### config.mk
export PLATFORM = sky130hd
export DESIGN_NAME = owm_master
export DESIGN_NICKNAME = d
export VERILOG_FILES = /design/src/rtl/owm_pkg.sv /design/src/rtl/owm_tick.sv /design/src/rtl/owm_datapath.sv /design/src/rtl/owm_ctrl.sv /design/src/rtl/owm_master.sv
export SDC_FILE = /design/constraint.sdc
export NUM_CORES = 1
export LEC_CHECK = 0
export ABC_AREA = 1
export BUFFER_PORTS_ARGS = -buffer_cell sky130_fd_sc_hd__buf_2
export CELL_PAD_IN_SITES_DETAIL_PLACEMENT = 0
export CELL_PAD_IN_SITES_GLOBAL_PLACEMENT = 1
export CORE_MARGIN = 8
export CORE_UTILIZATION = 45
export CTS_CLUSTER_DIAMETER = 200
export DETAILED_ROUTE_END_ITERATION = 10
export PLACE_DENSITY = 0.82
export SLEW_MARGIN = 20
export SYNTH_ARGS = -nofsm -noshare
export SYNTH_HDL_FRONTEND = slang
export SYNTH_SLANG_ARGS = --single-unit
### constraint.sdc
create_clock -name clk -period 4.7 [get_ports clk]
set_input_delay 0.705 -clock clk [delete_from_list [all_inputs] [get_ports clk]]
set_output_delay 0.705 -clock clk [all_outputs]
set_load 0.02 [all_outputs]
### src/rtl/owm_pkg.sv
package owm_pkg;

  typedef enum logic [1:0] {
    OP_NONE  = 2'b00,
    OP_RESET = 2'b01,
    OP_WRITE = 2'b10,
    OP_READ  = 2'b11
  } owOp_e;

  // strobes from control to datapath, one cycle each
  typedef struct packed {
    logic clrTimer;  // restart microsecond timer and divider
    logic load;      // load shift register, clear bit count
    logic shift;     // shift register right, line bit in at top
    logic bitAdv;    // one slot finished
    logic capPres;   // capture presence sample
    logic pubPres;   // publish presence flag
    logic pubRead;   // publish read byte
  } owStrobe_t;

endpackage

### src/rtl/owm_tick.sv
module owm_tick #(
  parameter int CYC_PER_US = 250
) (
  input  logic clk,
  input  logic rstN,
  input  logic clear,
  output logic usTick
);
  generate
    if (CYC_PER_US <= 1) begin : g_direct
      assign usTick = 1'b1;
    end else begin : g_div
      localparam int DW = $clog2(CYC_PER_US);
      localparam logic [DW-1:0] LAST = DW'(CYC_PER_US - 1);
      logic [DW-1:0] divCnt;
      assign usTick = (divCnt == LAST);
      always_ff @(posedge clk) begin
        if (!rstN || clear || usTick) divCnt <= '0;
        else                          divCnt <= divCnt + 1'b1;
      end
    end
  endgenerate
endmodule

### src/rtl/owm_datapath.sv
module owm_datapath
  import owm_pkg::*;
#(
  parameter int CYC_PER_US  = 250,
  parameter int DATA_W      = 8,
  parameter int SYNC_STAGES = 2,
  parameter int CNT_W       = 9
) (
  input  logic              clk,
  input  logic              rstN,
  input  owStrobe_t         strobe,
  input  logic [DATA_W-1:0] cmdData,
  input  logic              lineIn,
  output logic [CNT_W-1:0]  usCount,
  output logic              txBit,
  output logic              lastBit,
  output logic              presence,
  output logic [DATA_W-1:0] rdData
);
  localparam int BC_W = $clog2(DATA_W + 1);
  localparam logic [BC_W-1:0] BIT_END = BC_W'(DATA_W);

  logic usTick;
  logic lineS;
  logic [DATA_W-1:0] shReg;
  logic [BC_W-1:0] bitCnt;
  logic presSample;

  owm_tick #(.CYC_PER_US(CYC_PER_US)) uTick (
    .clk(clk), .rstN(rstN), .clear(strobe.clrTimer), .usTick(usTick)
  );

  // line synchroniser, resets to the released level
  generate
    if (SYNC_STAGES <= 1) begin : g_sync1
      logic syncQ;
      always_ff @(posedge clk) begin
        if (!rstN) syncQ <= 1'b1;
        else       syncQ <= lineIn;
      end
      assign lineS = syncQ;
    end else begin : g_syncN
      logic [SYNC_STAGES-1:0] syncQ;
      always_ff @(posedge clk) begin
        if (!rstN) syncQ <= '1;
        else       syncQ <= {syncQ[SYNC_STAGES-2:0], lineIn};
      end
      assign lineS = syncQ[SYNC_STAGES-1];
    end
  endgenerate

  always_ff @(posedge clk) begin
    if (!rstN || strobe.clrTimer) usCount <= '0;
    else if (usTick && usCount != '1) usCount <= usCount + 1'b1;
  end

  always_ff @(posedge clk) begin
    if (!rstN) begin
      shReg  <= '0;
      bitCnt <= '0;
    end else begin
      if (strobe.load)       shReg <= cmdData;
      else if (strobe.shift) shReg <= {lineS, shReg[DATA_W-1:1]};
      if (strobe.load)         bitCnt <= '0;
      else if (strobe.bitAdv)  bitCnt <= bitCnt + 1'b1;
    end
  end

  always_ff @(posedge clk) begin
    if (!rstN) begin
      presSample <= 1'b0;
      presence   <= 1'b0;
      rdData     <= '0;
    end else begin
      if (strobe.capPres) presSample <= ~lineS;
      if (strobe.pubPres) presence   <= presSample;
      if (strobe.pubRead) rdData     <= shReg;
    end
  end

  assign txBit   = shReg[0];
  assign lastBit = (bitCnt == BIT_END);
endmodule

### src/rtl/owm_ctrl.sv
module owm_ctrl
  import owm_pkg::*;
#(
  parameter int CNT_W          = 9,
  parameter int RESET_LOW_US   = 480,
  parameter int PRES_SAMPLE_US = 70,
  parameter int RESET_WIN_US   = 480,
  parameter int SHORT_LOW_US   = 6,
  parameter int LONG_LOW_US    = 60,
  parameter int RD_SAMPLE_US   = 15,
  parameter int SLOT_US        = 70,
  parameter int REC_US         = 2
) (
  input  logic             clk,
  input  logic             rstN,
  input  logic             cmdValid,
  input  logic [1:0]       cmdOp,
  input  logic [CNT_W-1:0] usCount,
  input  logic             txBit,
  input  logic             lastBit,
  output owStrobe_t        strobe,
  output logic             busy,
  output logic             done,
  output logic             busLow
);
  localparam logic [CNT_W-1:0] T_RLOW  = CNT_W'(RESET_LOW_US);
  localparam logic [CNT_W-1:0] T_PRES  = CNT_W'(PRES_SAMPLE_US);
  localparam logic [CNT_W-1:0] T_RWIN  = CNT_W'(RESET_WIN_US);
  localparam logic [CNT_W-1:0] T_SHORT = CNT_W'(SHORT_LOW_US);
  localparam logic [CNT_W-1:0] T_LONG  = CNT_W'(LONG_LOW_US);
  localparam logic [CNT_W-1:0] T_SAMP  = CNT_W'(RD_SAMPLE_US);
  localparam logic [CNT_W-1:0] T_SLOT  = CNT_W'(SLOT_US);
  localparam logic [CNT_W-1:0] T_REC   = CNT_W'(REC_US);

  typedef enum logic [2:0] {
    S_IDLE, S_RST_LOW, S_RST_SENSE, S_RST_REST,
    S_SLOT_LOW, S_SLOT_SAMPLE, S_SLOT_REST, S_SLOT_REC
  } owState_e;

  owState_e state, nextState;
  logic isRead, nextIsRead, finish;
  logic [CNT_W-1:0] lowLen;
  owOp_e op;

  assign op     = owOp_e'(cmdOp);
  assign lowLen = (isRead || txBit) ? T_SHORT : T_LONG;

  always_comb begin
    nextState  = state;
    nextIsRead = isRead;
    strobe     = '0;
    finish     = 1'b0;
    unique case (state)
      S_IDLE: begin
        if (cmdValid && op == OP_RESET) begin
          strobe.clrTimer = 1'b1;
          nextState       = S_RST_LOW;
        end else if (cmdValid && (op == OP_WRITE || op == OP_READ)) begin
          strobe.clrTimer = 1'b1;
          strobe.load     = 1'b1;
          nextIsRead      = (op == OP_READ);
          nextState       = S_SLOT_LOW;
        end
      end
      S_RST_LOW: if (usCount == T_RLOW) begin
        strobe.clrTimer = 1'b1;
        nextState       = S_RST_SENSE;
      end
      S_RST_SENSE: if (usCount == T_PRES) begin
        strobe.capPres = 1'b1;
        nextState      = S_RST_REST;
      end
      S_RST_REST: if (usCount == T_RWIN) begin
        strobe.pubPres = 1'b1;
        finish         = 1'b1;
        nextState      = S_IDLE;
      end
      S_SLOT_LOW: if (usCount == lowLen) begin
        nextState = isRead ? S_SLOT_SAMPLE : S_SLOT_REST;
      end
      S_SLOT_SAMPLE: if (usCount == T_SAMP) begin
        strobe.shift = 1'b1;
        nextState    = S_SLOT_REST;
      end
      S_SLOT_REST: if (usCount == T_SLOT) begin
        strobe.clrTimer = 1'b1;
        strobe.bitAdv   = 1'b1;
        strobe.shift    = !isRead;
        nextState       = S_SLOT_REC;
      end
      S_SLOT_REC: if (usCount == T_REC) begin
        if (lastBit) begin
          strobe.pubRead = isRead;
          finish         = 1'b1;
          nextState      = S_IDLE;
        end else begin
          strobe.clrTimer = 1'b1;
          nextState       = S_SLOT_LOW;
        end
      end
      default: nextState = S_IDLE;
    endcase
  end

  always_ff @(posedge clk) begin
    if (!rstN) begin
      state  <= S_IDLE;
      isRead <= 1'b0;
      done   <= 1'b0;
      busLow <= 1'b0;
    end else begin
      state  <= nextState;
      isRead <= nextIsRead;
      done   <= finish;
      busLow <= (nextState == S_RST_LOW) || (nextState == S_SLOT_LOW);
    end
  end

  assign busy = (state != S_IDLE);
endmodule

### src/rtl/owm_master.sv
module owm_master
  import owm_pkg::*;
#(
  parameter int CYC_PER_US     = 250,
  parameter int DATA_W         = 8,
  parameter int SYNC_STAGES    = 2,
  parameter int RESET_LOW_US   = 480,
  parameter int PRES_SAMPLE_US = 70,
  parameter int RESET_WIN_US   = 480,
  parameter int SHORT_LOW_US   = 6,
  parameter int LONG_LOW_US    = 60,
  parameter int RD_SAMPLE_US   = 15,
  parameter int SLOT_US        = 70,
  parameter int REC_US         = 2
) (
  input  logic              clk,
  input  logic              rstN,
  input  logic              cmdValid,
  input  logic [1:0]        cmdOp,
  input  logic [DATA_W-1:0] cmdData,
  output logic              busy,
  output logic              done,
  output logic              presence,
  output logic [DATA_W-1:0] rdData,
  output logic              busLow,
  input  logic              lineIn
);
  localparam int MAX_A  = (RESET_LOW_US > RESET_WIN_US) ? RESET_LOW_US : RESET_WIN_US;
  localparam int MAX_US = (MAX_A > SLOT_US) ? MAX_A : SLOT_US;
  localparam int CNT_W  = $clog2(MAX_US + 2);

  owStrobe_t strobe;
  logic [CNT_W-1:0] usCount;
  logic txBit, lastBit;

  owm_ctrl #(
    .CNT_W(CNT_W), .RESET_LOW_US(RESET_LOW_US), .PRES_SAMPLE_US(PRES_SAMPLE_US),
    .RESET_WIN_US(RESET_WIN_US), .SHORT_LOW_US(SHORT_LOW_US),
    .LONG_LOW_US(LONG_LOW_US), .RD_SAMPLE_US(RD_SAMPLE_US),
    .SLOT_US(SLOT_US), .REC_US(REC_US)
  ) uCtrl (
    .clk(clk), .rstN(rstN), .cmdValid(cmdValid), .cmdOp(cmdOp),
    .usCount(usCount), .txBit(txBit), .lastBit(lastBit),
    .strobe(strobe), .busy(busy), .done(done), .busLow(busLow)
  );

  owm_datapath #(
    .CYC_PER_US(CYC_PER_US), .DATA_W(DATA_W),
    .SYNC_STAGES(SYNC_STAGES), .CNT_W(CNT_W)
  ) uData (
    .clk(clk), .rstN(rstN), .strobe(strobe), .cmdData(cmdData),
    .lineIn(lineIn), .usCount(usCount), .txBit(txBit), .lastBit(lastBit),
    .presence(presence), .rdData(rdData)
  );
endmodule

==> metrics <==
largest net degree at the start of global routing=29; DPL Wire Length=4.12 mm; ant diodes=0; CP arrival=~1.3 ns; min setup slack post-route=2.73 ns; final net count=390; core region area=5410 sq um; Post-DRT Antenna Nets=0; Post-synth EDFFs=0; main combinational cell family by area after synthesis=simple AND/OR/NAND/NOR gates; Clock Skews=0.00784 ns; CP max stage delay=0.57 ns; layout cells sized above 1=18.4%; Startpoint Class=flip-flop; Post-Syn Area=2480 sq um; PwrDens=291 nW/um^2; leakage power=1.18 nW; cell taking the most area after synthesis=dfxtp_1; Inst Count DP=about 430; Initial Util=45.9%; status=finished clean; synth warn=0; FP Rows=27; Final Critical Period=1.97 ns; Worst R2R End=uData.usCount[7]; WHS Endpoint=uData.g_syncN.syncQ[1]; Synth Flop Type=dfxtp_1; CP max FO=8; Simple-Gate Fraction of Synth Area=35.3%; CP required=3.99 ns; Post-DP Area=2660 sq um; Hold Path Class=flip-flop to flip-flop; final hold vios=0; CTS Buf Count=5; crit end category=output port; Max Freq=slightly above 500 MHz; root buf cell=clkbuf_8; RSZ-0062 raised after global routing=false; critical path class=flip-flop to output port; worst reg2reg startpoint=uData.usCount[0]; Hold Startpoint=uData.g_syncN.syncQ[0]; synth unique cells=37; sequential fraction of the synthesis area=38.0%; via count=2153; post-synthesis xor/xnor area fraction=3.18%; initial DRC count=71; Relative slew margins=65.0%; dpl ws=2.88 ns; Area Overhead vs Synth=12.1%; Final Setup Violations=0; crit-path leading delay family=flip-flops; Period Utilization, post-route=41.8%; fin util=51.4%; r2r worst-path depth=8; H-tree depth=2; post-synthesis adder-cell area fraction=4.04%; Clock Latency Late Sink=0.30 ns; chip height=90.2 microns; Max Root-Sink Buffers=2; final non-filler cell total=441; via count of the first global-routing pass=2117; Max-Cap Viols=0; first-pass GRT wire length=9.59 mm; drt pass-1 iters=4; GRT overflow=0; Compound-Gate Fraction of Synth Area=between 10% and 20%; hold path cells=1; #FFs+latches synth=47; worst slew pin tran=0.524 ns; initial antenna violation count=0; CP cell instances=inv_4 > nand2_4 > buf_2; floorplan die width=90.2 microns; setup TNS=0 ns; leading post-synthesis cells by cell area=dfxtp_1 (38%), nand2_1 (9.5%), nor2_1 (7.1%); Peak VDD IR=197 uV; CP max-delay cell=dfxtp_1; port buffer count=25; # DRC=0; hold-fix buffers at CTS=0; final instance area=2780 sq um; io pins=26; setup slack, reg-to-reg=about 2.9 ns; Post-CTS Resized=0; total power=between 800 and 900 uW; asr flop ratio synth=0%; cells after synthesis=343; GR Util All Layers=13.9%; vias per cell=4.88; post-synth top area share=38.0%; WL final=5.41 mm; mux cell area share after synthesis=less than 1%; Clock Sinks=47; GPL Wtd Cong=0.855; WL/cell=12.3 microns; final hold slack=0.422 ns; Die ar.=8140 sq um; CTS tree=yes; Mapped Nets=365; Final Slew Violations=0; Post-CTS Setup Bufs=0; Syn Area/Cell=7.23 sq um; Bufs and invs on worst path=2; clk slew on worst S/H paths=around 0.090 ns
-- worst register-to-register path: cells and delay by family (launching register included) --
family / cells / cell delay (ns)
AND/OR/NAND/NOR: 6 / 0.94
flip-flops: 1 / 0.34
adder cells (fa/ha/maj): 2 / 0.42
-- state kept, by name, summed over array words and instances, names as in the netlist, 2 cells and up --
| register | cells |
|---|---|
| uData.g_syncN.syncQ | 2 |
| uCtrl.state | 3 |
| uData.rdData | 8 |
| uData.usCount | 9 |
| uData.uTick.g_div.divCnt | 8 |
| uData.shReg | 8 |
| uData.bitCnt | 4 |
-- worst max-delay path by stage --
stage	slack, ns	end	startpoint	cells after the start
2_1_floorplan	3.12	uData.usCount[7]	uData.usCount[0]	8
3_3_place_gp	2.90	uData.usCount[5]	cmdValid	6
3_5_place_dp	2.88	uData.usCount[5]	cmdValid	6
4_1_cts	2.72	busy	uCtrl.state[2]	3
5_1_grt	2.68	busy	uCtrl.state[2]	3
6_report	2.73	busy	uCtrl.state[2]	3
-- cells in the final DEF, fill, tap and decap left out, types with 2 or more instances in the layout --
cell type	netlist	layout
nand3_1	20	20
nand2_1	63	63
nor3_1	15	15
nor2_2	3	3
inv_2	10	10
xnor2_1	2	2
nand4_1	7	7
nor3_2	3	3
clkbuf_8	0	6
nand2_2	3	3
o21ai_1	18	18
dfxtp_1	47	47
xor2_1	7	7
nand2_4	2	2
ha_1	8	8
nor2_4	2	2
or2_2	2	2
nor2_1	47	47
a21oi_1	22	22
nand3_2	3	3
inv_1	30	30
nor3b_1	2	2
o21ai_0	9	9
buf_2	2	25
-- logic make-up (layout without fill, tap and decap cells) --
logic type | Yosys count | in the layout
fa+ha+maj | 8 | 8
mux | 1 | 1
buf+inv | 48 | 74
simple gates | 177 | 177
compound gates | 53 | 53
xor+xnor | 9 | 9
flops | 47 | 47
-- cell type report --
type / count / area (sq um)
sequential: 47 / 941
clock inverter: 2 / 38.8
inverter: 41 / 156
tap: 72 / 90.1
fill: 556 / 2630
clock buffer: 6 / 82.6
timing repair buffer: 25 / 125
multi-input combinational: 248 / 1350
-- power breakdown --
group	switching, mW	internal, mW	total (mW)
Sequential	0.00934	0.407	0.416
Clock	0.141	0.175	0.316
Combinational	0.0511	0.0253	0.0764
Total	0.201	0.607	0.808
-- cell usage after synthesis, types with 3 or more instances --
master / number
nor3_1: 15
nor3_2: 3
inv_2: 10
o21ai_1: 18
dfxtp_1: 47
nor2_2: 3
xor2_1: 7
inv_1: 30
a21oi_1: 22
nand2_1: 63
nand2_2: 3
nand3_2: 3
nand3_1: 20
nand4_1: 7
o21ai_0: 9
ha_1: 8
nor2_1: 47
-- metal layers --
metal | wire [microns] | vias to the layer above | GRT usage, % | share of wire, %
li1 | - | 1170 | - | -
met1 | 2770 | 946 | 17.2 | 51
met2 | 2390 | 24 | 22.7 | 44
met3 | 128 | 13 | 2.99 | 2.4
met4 | 129 | 0 | 5.69 | 2.4
met5 | 0 | - | 0 | 0
(Power assumes the default switching activity.)
